[config.mk]
export PLATFORM = sky130hd
export DESIGN_NAME = ftx_tx_chan
export DESIGN_NICKNAME = d
export VERILOG_FILES = /design/src/rtl/ftx_pkg.sv /design/src/rtl/ftx_enable.sv /design/src/rtl/ftx_fsm.sv /design/src/rtl/ftx_holdreg.sv /design/src/rtl/ftx_shifter.sv /design/src/rtl/ftx_tx_chan.sv
export SDC_FILE = /design/constraint.sdc
export NUM_CORES = 1
export LEC_CHECK = 0
export BUFFER_PORTS_ARGS = -buffer_cell sky130_fd_sc_hd__buf_2
export CAP_MARGIN = 25
export CORE_UTILIZATION = 50
export CTS_BUF_LIST = sky130_fd_sc_hd__clkbuf_2
export CTS_CLUSTER_SIZE = 14
export DETAILED_ROUTE_END_ITERATION = 12
export GPL_TIMING_DRIVEN = 0
export PLACE_DENSITY = 0.71
export SYNTH_ARGS = -nofsm -noshare
export SYNTH_HDL_FRONTEND = slang
export SYNTH_HIERARCHICAL = 1
export SYNTH_SLANG_ARGS = --single-unit
[constraint.sdc]
create_clock -name clk -period 3.85 [get_ports clk]
set_input_delay 0.77 -clock clk [delete_from_list [all_inputs] [get_ports clk]]
set_output_delay 0.77 -clock clk [all_outputs]
set_load 0.05 [all_outputs]
[src/rtl/ftx_pkg.sv]
package ftx_pkg;
    typedef enum logic [1:0] {
        ST_OFF   = 2'd0,
        ST_ARMED = 2'd1,
        ST_SHIFT = 2'd2,
        ST_GAP   = 2'd3
    } ftx_state_t;
endpackage

[src/rtl/ftx_enable.sv]
module ftx_enable (
    input  logic clk,
    input  logic rst_n,
    input  logic soft_rst,
    input  logic en_wr,
    input  logic en_val,
    output logic en_q
);
    // software reset takes priority over a same-cycle host write
    always_ff @(posedge clk or negedge rst_n) begin
        if (!rst_n)
            en_q <= 1'b0;
        else if (soft_rst)
            en_q <= 1'b0;
        else if (en_wr)
            en_q <= en_val;
    end
endmodule

[src/rtl/ftx_fsm.sv]
module ftx_fsm
    import ftx_pkg::*;
(
    input  logic       clk,
    input  logic       rst_n,
    input  logic       bit_tick,
    input  logic       frame_sync,
    input  logic       en_q,
    input  logic       word_end,
    output ftx_state_t state,
    output logic       load,
    output logic       shift,
    output logic       oe
);
    ftx_state_t nxt;
    logic       sync_hit;

    assign sync_hit = bit_tick && frame_sync;

    always_ff @(posedge clk or negedge rst_n) begin
        if (!rst_n)
            state <= ST_OFF;
        else
            state <= nxt;
    end

    always_comb begin
        nxt   = state;
        load  = 1'b0;
        shift = 1'b0;
        oe    = 1'b0;
        unique case (state)
            ST_OFF: begin
                if (en_q)
                    nxt = ST_ARMED;
            end
            ST_ARMED: begin
                if (!en_q) begin
                    nxt = ST_OFF;
                end else if (sync_hit) begin
                    load = 1'b1;
                    nxt  = ST_SHIFT;
                end
            end
            ST_SHIFT: begin
                oe = 1'b1;
                if (bit_tick) begin
                    if (!word_end)
                        shift = 1'b1;
                    else if (frame_sync && en_q)
                        load = 1'b1;
                    else if (!en_q)
                        nxt = ST_OFF;
                    else
                        nxt = ST_GAP;
                end
            end
            ST_GAP: begin
                if (!en_q) begin
                    nxt = ST_OFF;
                end else if (sync_hit) begin
                    load = 1'b1;
                    nxt  = ST_SHIFT;
                end
            end
            default: nxt = ST_OFF;
        endcase
    end
endmodule

[src/rtl/ftx_holdreg.sv]
module ftx_holdreg #(
    parameter int W = 24
) (
    input  logic         clk,
    input  logic         rst_n,
    input  logic         en_q,
    input  logic         dat_wr,
    input  logic [W-1:0] dat_in,
    input  logic         load,
    input  logic         urun_clr,
    output logic [W-1:0] hold_q,
    output logic         tde,
    output logic         urun
);
    always_ff @(posedge clk or negedge rst_n) begin
        if (!rst_n) begin
            hold_q <= '0;
        end else if (dat_wr && en_q) begin
            hold_q <= dat_in;
        end
    end

    // a write always marks the register full, also over a same-cycle load
    always_ff @(posedge clk or negedge rst_n) begin
        if (!rst_n)
            tde <= 1'b1;
        else if (dat_wr)
            tde <= 1'b0;
        else if (load)
            tde <= 1'b1;
    end

    always_ff @(posedge clk or negedge rst_n) begin
        if (!rst_n)
            urun <= 1'b0;
        else if (load && tde)
            urun <= 1'b1;
        else if (urun_clr)
            urun <= 1'b0;
    end
endmodule

[src/rtl/ftx_shifter.sv]
module ftx_shifter #(
    parameter int W = 24
) (
    input  logic         clk,
    input  logic         rst_n,
    input  logic         load,
    input  logic         shift,
    input  logic [W-1:0] par_in,
    output logic         msb,
    output logic         word_end
);
    localparam int CW = (W > 1) ? $clog2(W) : 1;
    localparam logic [CW-1:0] LAST = CW'(W - 1);

    logic [W-1:0]  sh_q;
    logic [CW-1:0] left_q;

    always_ff @(posedge clk or negedge rst_n) begin
        if (!rst_n) begin
            sh_q   <= '0;
            left_q <= '0;
        end else if (load) begin
            sh_q   <= par_in;
            left_q <= LAST;
        end else if (shift) begin
            sh_q   <= {sh_q[W-2:0], 1'b0};
            left_q <= left_q - 1'b1;
        end
    end

    assign msb      = sh_q[W-1];
    assign word_end = (left_q == '0);
endmodule

[src/rtl/ftx_tx_chan.sv]
module ftx_tx_chan
    import ftx_pkg::*;
#(
    parameter int W = 24
) (
    input  logic         clk,
    input  logic         rst_n,
    input  logic         soft_rst,
    input  logic         en_wr,
    input  logic         en_val,
    input  logic         bit_tick,
    input  logic         frame_sync,
    input  logic         dat_wr,
    input  logic [W-1:0] dat_in,
    input  logic         urun_clr,
    output logic         sdo,
    output logic         sdo_oe,
    output logic         tde,
    output logic         urun
);
    ftx_state_t   state;
    logic         en_q;
    logic         load;
    logic         shift;
    logic         oe;
    logic         word_end;
    logic         msb;
    logic [W-1:0] hold_q;

    ftx_enable u_en (
        .clk      (clk),
        .rst_n    (rst_n),
        .soft_rst (soft_rst),
        .en_wr    (en_wr),
        .en_val   (en_val),
        .en_q     (en_q)
    );

    ftx_fsm u_fsm (
        .clk        (clk),
        .rst_n      (rst_n),
        .bit_tick   (bit_tick),
        .frame_sync (frame_sync),
        .en_q       (en_q),
        .word_end   (word_end),
        .state      (state),
        .load       (load),
        .shift      (shift),
        .oe         (oe)
    );

    ftx_holdreg #(.W(W)) u_hold (
        .clk      (clk),
        .rst_n    (rst_n),
        .en_q     (en_q),
        .dat_wr   (dat_wr),
        .dat_in   (dat_in),
        .load     (load),
        .urun_clr (urun_clr),
        .hold_q   (hold_q),
        .tde      (tde),
        .urun     (urun)
    );

    ftx_shifter #(.W(W)) u_sh (
        .clk      (clk),
        .rst_n    (rst_n),
        .load     (load),
        .shift    (shift),
        .par_in   (hold_q),
        .msb      (msb),
        .word_end (word_end)
    );

    assign sdo_oe = oe;
    assign sdo    = oe ? msb : 1'b0;
endmodule

# Word-level counts from Yosys, hierarchy flattened
# Cells that the tools add are included.
# Widths: inputs -> output; s select.
# word_totals
latch_bits,0
rom_bits,0
reg_bits,58
memories,0
out_inout_bits,4
mem_bits_rw,0
input_bits,33
# classes
n_bitwise,0
n_addsub,1
n_lt_le_gt_ge,0
shift,0
n_reduce_logical,12
div,0
n_mul,0
eq_ne,8
mux,29
# op_table
op,count
$mux 24,2
$mux 1,16
$mux 2,7
$mux 5,2
$reduce_bool 2->1,4
$ne 2x2->1 const B,3
$pmux 2 s3,1
$logic_not 5->1,1
$reduce_and 5->1,1
$sub 5x1->5 const B,1
$eq 2x2->1 const B,2
$logic_and 1x1->1,4
$ne 3x2->1 const B,1
$eq 2x1->1 const B,1
$logic_not 2->1,1
$ne 2x1->1 const B,1
$pmux 1 s2,1
$reduce_or 2->1,1

# Logic depth before layout (Yosys ltp)
# Gate-level depths: netlist (run 1).
# logic_depth
word_depth,7
mapped_depth,9
depth_no_buf,7

# Hierarchy
# Netlist (run 1), hierarchy kept.
# by_module_without_submodules
module,seq_area_each_um2,n_inst,area_each_um2,cells_each
ftx_shifter,725.7,1,1367.6,130
ftx_holdreg,651.9,1,1046.0,58
ftx_fsm,50.0,1,132.6,14
ftx_enable,25.0,1,38.8,3
ftx_tx_chan,0.0,1,6.3,1

# Worst setup path after synthesis (run 1)
# No wires, ideal clock.
# synth_timing
path_kind,register to output
from,reg u_fsm.state[0]
to,out sdo
path_stages_with_launch,3
path_slack_ps,1385
t_arrival_ps,1695
required_ps,3080
cell_sequence,dfrtp_1 > nor2b_1 > and2_1
# synth_via
elab_chain_len,3
# synth_lines
item,line_no,source
from (decl),ftx_fsm.sv:10,"output ftx_state_t state,"
from (signal assigned),ftx_fsm.sv:24,state <= nxt;
$eq 2x2->1,ftx_fsm.sv:32,unique case (state)
$mux 1,ftx_fsm.sv:32,
via sdo_oe,ftx_tx_chan.sv:17,"output logic sdo_oe,"
$mux 1,ftx_tx_chan.sv:76,assign sdo = oe ? msb : 1'b0;
to (decl),ftx_tx_chan.sv:16,"output logic sdo,"
# The timed path passes the listed nets, and every way through them passes these cells.

# Worst setup path in the final report (run 1)
# layout_timing
from,reg u_sh.left_q[0]
to,reg u_sh.sh_q[6]
# layout_via
elab_chain_len,5
word_cells_on_any_way,9
classes_between,mux: 7; reduce/logical: 2
# layout_lines
item,line_no,source
from (decl),ftx_shifter.sv:16,logic [CW-1:0] left_q;
from (signal assigned),ftx_shifter.sv:27,left_q <= left_q - 1'b1;
$logic_not 5->1 *,ftx_shifter.sv:32,assign word_end = (left_q == '0);
via word_end,ftx_tx_chan.sv:26,logic word_end;
$mux 1 *,ftx_fsm.sv:48,if (!word_end)
$mux 1 *,ftx_fsm.sv:47,if (bit_tick) begin
$pmux 1 s2 *,ftx_fsm.sv:32,
via load,ftx_tx_chan.sv:23,logic load;
$mux 24 or $reduce_bool 2->1 (tied branches),--,
to (signal assigned),ftx_shifter.sv:23,sh_q <= par_in;
to (signal assigned),ftx_shifter.sv:26,"sh_q <= {sh_q[W-2:0], 1'b0};"
to (decl),ftx_shifter.sv:15,logic [W-1:0] sh_q;
# The timed path passes the listed nets; every way through them passes the cells marked *.
# A chain may end at the register's enable or synchronous reset.

==> results of run 1 <==
sequential cells by signal (all words and copies together), names as in the netlist:
name / flops
u_en/en_q: 1
u_sh/sh_q: 24
u_hold/hold_q: 24
u_sh/left_q: 5
u_hold/tde: 1
u_hold/urun: 1
u_fsm/state: 2
stage by stage:
| stage | hold WS (ns) | std cells | util, % |
|---|---|---|---|
| floorplan | 0.4533 | 206 | - |
| global placement | 0.4733 | 309 | 58.89 |
| detailed placement | 0.4786 | 310 | 59.30 |
| CTS | 0.3189 | 326 | 62.45 |
| global route | 0.3523 | 326 | 62.45 |
| finish | 0.3339 | 326 | 62.45 |
report_power, final:
part	internal, mW	leakage [nW]	total (mW)	switching (mW)
combinational	0.212	0.623	0.371	0.160
clock	0.274	0.0907	0.489	0.215
sequential	0.770	0.736	0.875	0.105
layout make-up:
| cell class | instances | area (µm²) |
|---|---|---|
| multi-input combinational | 134 | 1059 |
| clock inverter | 7 | 107.6 |
| clock buffer | 9 | 45.04 |
| tap | 67 | 83.83 |
| buffer | 11 | 68.82 |
| sequential | 58 | 1453 |
| timing repair buffer | 37 | 200.2 |
| inverter | 3 | 11.26 |
| fill | 388 | 1821 |
synthesized netlist by cell type (all sizes together) (2+ instances only):
master	instances
clkbuf	4
nor4b	2
a21oi	3
nor2	6
buf	7
dfrtp	57
o21ai	25
inv	3
and2	2
mux2	25
mux2i	26
nand2b	3
nor2b	3
nand2	27
final timing paths:
check,end,startpoint,cells past startpoint,slack (ns)
worst min register to register,u_sh/sh_q[23]$_DFFE_PN0P_,u_hold/hold_q[23]$_DFFE_PN0P_,2,0.49
max in group asynchronous,u_hold/hold_q[9]$_DFFE_PN0P_,rst_n,2,2.91
worst max register to register,u_sh/sh_q[6]$_DFFE_PN0P_,u_sh/left_q[0]$_DFFE_PN0P_,9,1.45
worst min-delay path,u_fsm/state[0]$_DFFE_PN0P_,rst_n,1,0.33
min in group clk,u_hold/tde$_DFFE_PN1P_,dat_wr,2,0.45
worst max-delay path,u_sh/sh_q[6]$_DFFE_PN0P_,u_sh/left_q[0]$_DFFE_PN0P_,9,1.45
metal layers:
| layer | wire [µm] | vias to the layer above |
|---|---|---|
| li1 | - | 812 |
| met1 | 2243 | 797 |
| met2 | 2038 | 35 |
| met3 | 144 | 6 |
| met4 | 61 | 0 |
| met5 | 0 | - |
cells by family (layout without fill, tap and decap cells):
logic type	count (synthesis)	after routing	synth area share, %
compound gates	32	32	6.664
simple gates	49	49	9.561
flops	58	58	56.06
mux	51	51	23.80
buf+inv	14	67	3.090
xor+xnor	1	1	0.3381
fa+ha+maj	1	1	0.4828
==> impl_metrics.py, run 1 <==
metrics = {
    "timing": {
        "max_freq_mhz": 416.4,
        "setup_viol": 0,
        "finalCritPeriodShare_pct": 62.38,
        "fin_skew_ns": 0.02161,
        "tns_ns": 0,
        "rsz0062_at_grt": "false",
        "worst_pin_slew_ns": 0.7132,
        "hold_viol": 0,
        "fin_ws_ns": 1.448,
        "relSlewSlack_pct": 52.45,
        "final.min_clock_period_ns": 2.402,
        "slew_viol_final": 0,
    },
    "setup_path": {
        "crit_buf_inv": 3,
        "required_ns": 4.23,
        "critPathKind": "reg2reg",
        "endpoint_kind": "register",
        "cp_max_fo": 10,
        "crit_arrival_ns": 2.78,
        "crit_family": "buffers and inverters",
        "worst_setup_path_start_kind": "register",
        "slowest_delay_ns": 0.45,
        "crit_path_cell_trace": "inv_1 > ha_1 > nor4b_1 > a21oi_1 > nor2_1 > buf_2 > clkbuf_1 > nand2_1 > o21ai_1",
        "crit_path_top_delay_cell": "dfrtp_1",
    },
    "detailed_routing": {
        "wl_per_cell_um": 13.77,
        "via_count": 1650,
        "routed_wirelength_mm": 4.488,
        "drc_errors": 0,
        "drt_iter0_markers": 90,
        "final_antenna_net_count": 0,
        "viasPerCell": 5.061,
        "firstDrtPassIters": 4,
    },
    "placement": {
        "dpl_cell_area_mm2": 0.002875,
        "dp_slack_ns": 1.528,
        "gp_congestion": 0.7471,
        "io_buffers": 36,
        "dp_hpwl_mm": 3.100,
    },
    "synthesis": {
        "yosysTopAreaCellShare_pct": 55.05,
        "ys_seq_area_share_pct": 56.06,
        "synth_cell_type_count": 35,
        "yosysWarningCount": 6,
        "ys_seq_elements": 58,
        "synth_edf_count": 0,
        "avgSynthCellArea_um2": 12.58,
        "synthArstFlopShare_pct": 100.0,
        "syn-instance-count": 206,
        "synthFlopType": "dfrtp_1",
        "syn_nets": 240,
        "synth.area.top_cells": "dfrtp_1, mux2_4, mux2i_1",
        "synth_top_area_cell": "dfrtp_1",
        "syn-cell-area_mm2": 0.002591,
    },
    "cells_and_area": {
        "postLayoutCellArea_mm2": 0.003028,
        "drive_gt1_share_pct": 33.20,
        "final_common_cell": "dfrtp_1",
        "mostFrequentLayoutCells": "dfrtp_1, buf_2, mux2i_1, nand2_1, o21ai_1",
        "syn_to_final_growth_pct": 16.85,
        "fin_nets": 288,
        "diodes": 0,
    },
    "clock_network": {
        "cts_hold_buf": 0,
        "clkLatencyLatePin_ns": 0.46,
        "clk_pin_slew_ns": 0.17,
        "clockBufferDepth": 2,
        "cts_buffers": 9,
        "cts_tree": "yes",
        "postCtsSetupBuffers": 0,
        "cts_root_buffer": "clkbuf_2",
        "cts_htree_levels": 3,
        "cts_sinks": 58,
        "cts_resized": 0,
    },
    "global_routing": {
        "grt_pass1_vias": 1590,
        "track_usage_pct": 18.59,
        "grt_pass1_wl_mm": 7.314,
        "grt.overflow.total": 0,
        "grtUsageMet2_pct": 27.68,
        "grtUsageMet3_pct": 4.472,
        "grt_start_max_net_pins": 32,
        "grt_busiest_layer": "met2",
        "antenna_found_initial": 0,
        "grt_use_met1_pct": 24.66,
    },
    "floorplan": {
        "dieWidth_um": 73.99,
        "rows": 25,
        "die-height_um": 73.99,
        "io_pins": 37,
        "coreArea_mm2": 0.004848,
        "start_util_pct": 53.45,
        "die-area_mm2": 0.005475,
    },
    "status": {
        "outcome": "complete, no violations",
    },
    "power_and_ir_drop": {
        "leakagePower_nw": 1.450,
        "p_per_area_mw_per_mm2": 573.3,
        "peakVddDrop_mv": 0.3609,
        "power_mw": 1.736,
    },
    "min_path": {
        "hold_class": "in2async",
    },
    "job": {
        "cap_violations": 0,
    },
}
Note: power is estimated with default switching activity, not from simulation.
==> run 2: changes to the inputs <==
Clock period 3.85 ns to 2.52 ns, I/O delays scaled along.
==> impl_metrics.py, run 2 (synthesis gave the netlist of run 1 again) <==
metrics = {
    "timing": {
        "rsz0062_at_grt": "false",
        "slew_viol_final": 0,
        "worst_pin_slew_ns": 0.7135,
        "relSlewSlack_pct": 52.43,
        "tns_ns": 0,
        "final.min_clock_period_ns": 2.221,
        "fin_skew_ns": 0.02161,
        "setup_viol": 0,
        "max_freq_mhz": 450.3,
        "hold_viol": 0,
        "finalCritPeriodShare_pct": 88.12,
    },
    "global_routing": {
        "grt.overflow.total": 0,
        "grt_start_max_net_pins": 32,
        "track_usage_pct": 18.59,
        "grt_pass1_wl_mm": 7.314,
        "grt_pass1_vias": 1590,
        "antenna_found_initial": 0,
    },
    "setup_path": {
        "crit_family": "simple AND/OR/NAND/NOR gates",
        "worst_setup_path_start_kind": "register",
        "endpoint_kind": "register",
        "crit_path_top_delay_cell": "dfrtp_1",
        "critPathKind": "reg2reg",
        "crit_arrival_ns": 2.60,
        "cp_max_fo": 10,
        "required_ns": 2.90,
        "slowest_delay_ns": 0.45,
        "crit_path_cell_trace": "inv_1 > ha_1 > nor4b_1 > a21oi_1 > nor2_1 > buf_2 > clkbuf_2 > nand2_1 > o21ai_1",
        "crit_buf_inv": 3,
    },
    "cells_and_area": {
        "finish.utilization_pct": 62.53,
        "diodes": 0,
        "mostFrequentLayoutCells": "dfrtp_1, buf_2, mux2i_1, nand2_1, o21ai_1",
        "drive_gt1_share_pct": 34.36,
        "nFillCells": 386,
        "syn_to_final_growth_pct": 17.00,
        "final_common_cell": "dfrtp_1",
        "fin_nets": 288,
        "fin_cells": 326,
        "reg.largest.list": "u_hold/hold_q (24), u_sh/sh_q (24), u_sh/left_q (5)",
    },
    "clock_network": {
        "cts_root_buffer": "clkbuf_2",
        "cts_tree": "yes",
        "clk_pin_slew_ns": 0.17,
        "cts_sinks": 58,
        "cts_buffers": 9,
        "clockBufferDepth": 2,
        "cts_hold_buf": 0,
        "cts_htree_levels": 3,
        "clkLatencyLatePin_ns": 0.46,
    },
    "placement": {
        "io_buffers": 36,
        "gp_congestion": 0.7471,
        "dp.cells": 310,
        "dp_hpwl_mm": 3.100,
    },
    "power_and_ir_drop": {
        "leakagePower_nw": 1.460,
        "peakVddDrop_mv": 0.5509,
        "p_per_area_mw_per_mm2": 875.0,
    },
    "detailed_routing": {
        "drt_iter0_markers": 98,
        "wl_per_cell_um": 13.79,
        "final_antenna_net_count": 0,
        "drc_errors": 0,
        "firstDrtPassIters": 4,
        "via_count": 1648,
        "routed_wirelength_mm": 4.495,
        "viasPerCell": 5.055,
    },
    "floorplan": {
        "die-area_mm2": 0.005475,
        "start_util_pct": 53.45,
        "rows": 25,
        "dieWidth_um": 73.99,
        "die-height_um": 73.99,
        "coreArea_mm2": 0.004848,
        "io_pins": 37,
    },
    "job": {
        "cap_violations": 0,
    },
    "status": {
        "outcome": "complete, no violations",
    },
    "min_path": {
        "hold_class": "in2async",
    },
}
==> run 2: layout make-up <==
| class | count | area [µm²] | area share [%] |
|---|---|---|---|
| Tap cell | 67 | 83.83 | 2.765 |
| Inverter | 3 | 11.26 | 0.3714 |
| Timing Repair Buffer | 37 | 200.2 | 6.603 |
| Buffer | 11 | 72.57 | 2.394 |
| Clock inverter | 7 | 107.6 | 3.549 |
| Multi-Input combinational cell | 134 | 1059 | 34.92 |
| Sequential cell | 58 | 1453 | 47.92 |
| Clock buffer | 9 | 45.04 | 1.486 |
==> run 2: report_power, final <==
part           total (mW)  leakage [nW]  switching, mW  internal [mW]
clock network       0.747        0.0907          0.329          0.419
logic               0.568         0.633          0.244          0.324
registers            1.34         0.736          0.161           1.18
==> run 2: what timing repair did <==
action / 4_1_cts / 5_1_grt
buffers inserted: 0 / 0
endpoints found under the setup margin: 0 / 20
resized for setup: 0 / 6
==> run 2: through the flow <==
step	total power [mW]	instance area [µm²]	setup slack, ns	hold WS (ns)
final	2.653	3032	0.2993	0.06796
after global routing	2.815	3032	0.05898	0.08634
after CTS	2.680	3028	0.1295	0.05292
after detailed placement	1.928	2875	0.1983	0.4786
after global placement	1.892	2855	0.2294	0.4733
after floorplan	1.765	2591	0.3206	0.2084
==> run 2: worst paths after layout <==
path	from	end	slack [ns]	depth (start not counted)
worst min-delay path	rst_n	u_fsm/state[0]$_DFFE_PN0P_	0.07	1
worst max register to register	u_sh/left_q[0]$_DFFE_PN0P_	u_sh/sh_q[6]$_DFFE_PN0P_	0.30	9
worst max-delay path	u_sh/left_q[0]$_DFFE_PN0P_	u_sh/sh_q[6]$_DFFE_PN0P_	0.30	9
min in group clk	dat_wr	u_hold/tde$_DFFE_PN1P_	0.18	2
worst min register to register	u_hold/hold_q[23]$_DFFE_PN0P_	u_sh/sh_q[23]$_DFFE_PN0P_	0.49	2
max in group asynchronous	rst_n	u_hold/hold_q[9]$_DFFE_PN0P_	1.85	2
==> run 2: layer usage <==
metal	track usage [%]	wire length, µm	vias to the layer above
li1	-	-	812
met1	24.66	2251	795
met2	27.68	2037	35
met3	4.472	144	6
met4	11.54	61	0
met5	0	0	-
==> run 3: changes to the inputs <==
Settings changed: HOLD_SLACK_MARGIN from default to 0.12, SETUP_SLACK_MARGIN from default to 0.05.
Clock period 2.52 ns to 2.11 ns, I/O delays scaled along.
==> impl_metrics.py, run 3 (synthesis gave the netlist of run 1 again) <==
metrics = {
    "timing": {
        "worst_pin_slew_ns": 0.3954,
        "max_freq_mhz": 518.0,
        "finalCritPeriodShare_pct": 91.50,
        "rsz0062_at_grt": "false",
        "tns_ns": 0,
        "setup_viol": 0,
        "relSlewSlack_pct": 73.64,
        "fin_skew_ns": 0.01831,
        "final.min_clock_period_ns": 1.931,
        "hold_viol": 0,
        "slew_viol_final": 0,
    },
    "cells_and_area": {
        "drive_gt1_share_pct": 35.36,
        "mostFrequentLayoutCells": "dfrtp_1, buf_2, mux2i_1, nand2_1, o21ai_1",
        "postLayoutCellArea_mm2": 0.003050,
        "syn_to_final_growth_pct": 17.72,
        "final_common_cell": "dfrtp_1",
        "seq_area_mm2": 0.001453,
        "reg.largest.list": "u_hold/hold_q (24), u_sh/sh_q (24), u_sh/left_q (5)",
        "nFillCells": 389,
        "diodes": 0,
        "multi_input_area_mm2": 0.001079,
        "fin_nets": 293,
    },
    "floorplan": {
        "coreArea_mm2": 0.004848,
        "io_pins": 37,
        "die-area_mm2": 0.005475,
        "rows": 25,
        "start_util_pct": 53.45,
        "dieWidth_um": 73.99,
        "die-height_um": 73.99,
    },
    "detailed_routing": {
        "routed_wirelength_mm": 4.560,
        "viasPerCell": 5.091,
        "firstDrtPassIters": 4,
        "final_antenna_net_count": 0,
        "drc_errors": 0,
        "drt_iter0_markers": 63,
        "wl_per_cell_um": 13.82,
        "via_count": 1680,
    },
    "min_path": {
        "min_to": "u_hold/hold_q[3]$_DFFE_PN0P_",
        "min_from": "dat_in[3]",
        "hold-path-cell-count": 2,
        "hold_class": "in2reg",
    },
    "clock_network": {
        "cts_htree_levels": 3,
        "cts_root_buffer": "clkbuf_2",
        "clockBufferDepth": 2,
        "clk_pin_slew_ns": 0.16,
        "cts_sinks": 58,
        "cts_tree": "yes",
        "clkLatencyLatePin_ns": 0.47,
        "cts_buffers": 9,
    },
    "global_routing": {
        "grt_pass1_wl_mm": 7.134,
        "track_usage_pct": 18.11,
        "grt_start_max_net_pins": 43,
        "grt.overflow.total": 0,
        "grt_pass1_vias": 1563,
        "antenna_found_initial": 0,
    },
    "setup_path": {
        "worst_setup_path_start_kind": "register",
        "critPathKind": "reg2reg",
        "crit_family": "simple AND/OR/NAND/NOR gates",
        "crit_path_cell_trace": "inv_1 > ha_2 > nor4b_4 > and3b_1 > buf_4 > or2_1 > a21o_1",
        "cp_max_fo": 10,
        "r2r_cells": 7,
        "crit_arrival_ns": 2.30,
        "endpoint_kind": "register",
        "regToRegEndpoint": "u_sh/left_q[1]$_DFFE_PN0P_",
        "crit_buf_inv": 2,
        "crit_path_top_delay_cell": "dfrtp_1",
        "timing.rr.start": "u_sh/left_q[0]$_DFFE_PN0P_",
        "slowest_delay_ns": 0.44,
        "rrSetupSlack_ns": 0.18,
        "required_ns": 2.48,
    },
    "placement": {
        "io_buffers": 36,
        "dp_hpwl_mm": 3.063,
        "dpl_cell_area_mm2": 0.002878,
        "gp_congestion": 0.7464,
    },
    "power_and_ir_drop": {
        "leakagePower_nw": 1.464,
        "p_per_area_mw_per_mm2": 970.5,
        "peakVddDrop_mv": 0.4732,
    },
    "status": {
        "outcome": "complete, no violations",
    },
    "job": {
        "cap_violations": 0,
    },
}
run 3: repair_timing:
action                                  in CTS  in global routing
gates resized for setup                      5                  5
hold buffers                                 4                  0
endpoints found under the setup margin      28                 28
endpoints found under the hold margin       18                  0
setup buffers                                0                  1
pin swaps                                    0                  1
gates cloned                                 0                  0
run 3: per-stage QoR:
step / setup slack, ns / std cells / hold WS, ns / total power, mW / util (%)
3_3_place_gp: -0.1935 / 309 / 0.4727 / 2.262 / 58.94
4_1_cts: 0.06904 / 329 / 0.1253 / 2.965 / 62.48
5_1_grt: 0.01783 / 330 / 0.1269 / 3.144 / 62.92
6_report: 0.1794 / 330 / 0.1620 / 2.960 / 62.92
3_5_place_dp: -0.2256 / 310 / 0.3759 / 2.306 / 59.35
2_1_floorplan: 0.2135 / 206 / 0.1264 / 2.111 / -
run 3: how the worst max path moves through the flow:
stage	cells after the start	end	slack, ns	start
floorplan	8	u_sh/sh_q[1]$_DFFE_PN0P_	0.21	u_sh/left_q[0]$_DFFE_PN0P_
global placement	8	u_sh/sh_q[20]$_DFFE_PN0P_	-0.19	u_sh/left_q[0]$_DFFE_PN0P_
detailed placement	8	u_sh/sh_q[20]$_DFFE_PN0P_	-0.23	u_sh/left_q[0]$_DFFE_PN0P_
CTS	9	u_sh/sh_q[9]$_DFFE_PN0P_	0.07	u_sh/left_q[0]$_DFFE_PN0P_
global route	9	u_sh/left_q[4]$_DFFE_PN0P_	0.02	u_sh/left_q[0]$_DFFE_PN0P_
finish	7	u_sh/left_q[1]$_DFFE_PN0P_	0.18	u_sh/left_q[0]$_DFFE_PN0P_
run 3: final cells by class:
class                           instances  share of cell area [%]
Tap cell                               67                   2.748
Inverter                                3                  0.3692
Sequential cell                        58                   47.62
Clock inverter                          4                   1.436
Multi-Input combinational cell        134                   35.36
Clock buffer                           11                   1.805
Timing Repair Buffer                   42                   8.121
Buffer                                 11                   2.543
run 3: metal layers:
metal	part of all wire (%)	GRT usage, %	vias to the layer above
met5	0	0	-
met2	45	26.16	57
met4	2.2	11.54	0
met3	4.3	4.065	11
li1	-	-	820
met1	49	24.80	792
run 3: power breakdown:
group          switching (mW)  internal, mW  leakage (nW)  total (mW)
Combinational           0.295         0.408         0.659       0.703
Clock                   0.376         0.270        0.0692       0.647
Sequential              0.205          1.40         0.736        1.61
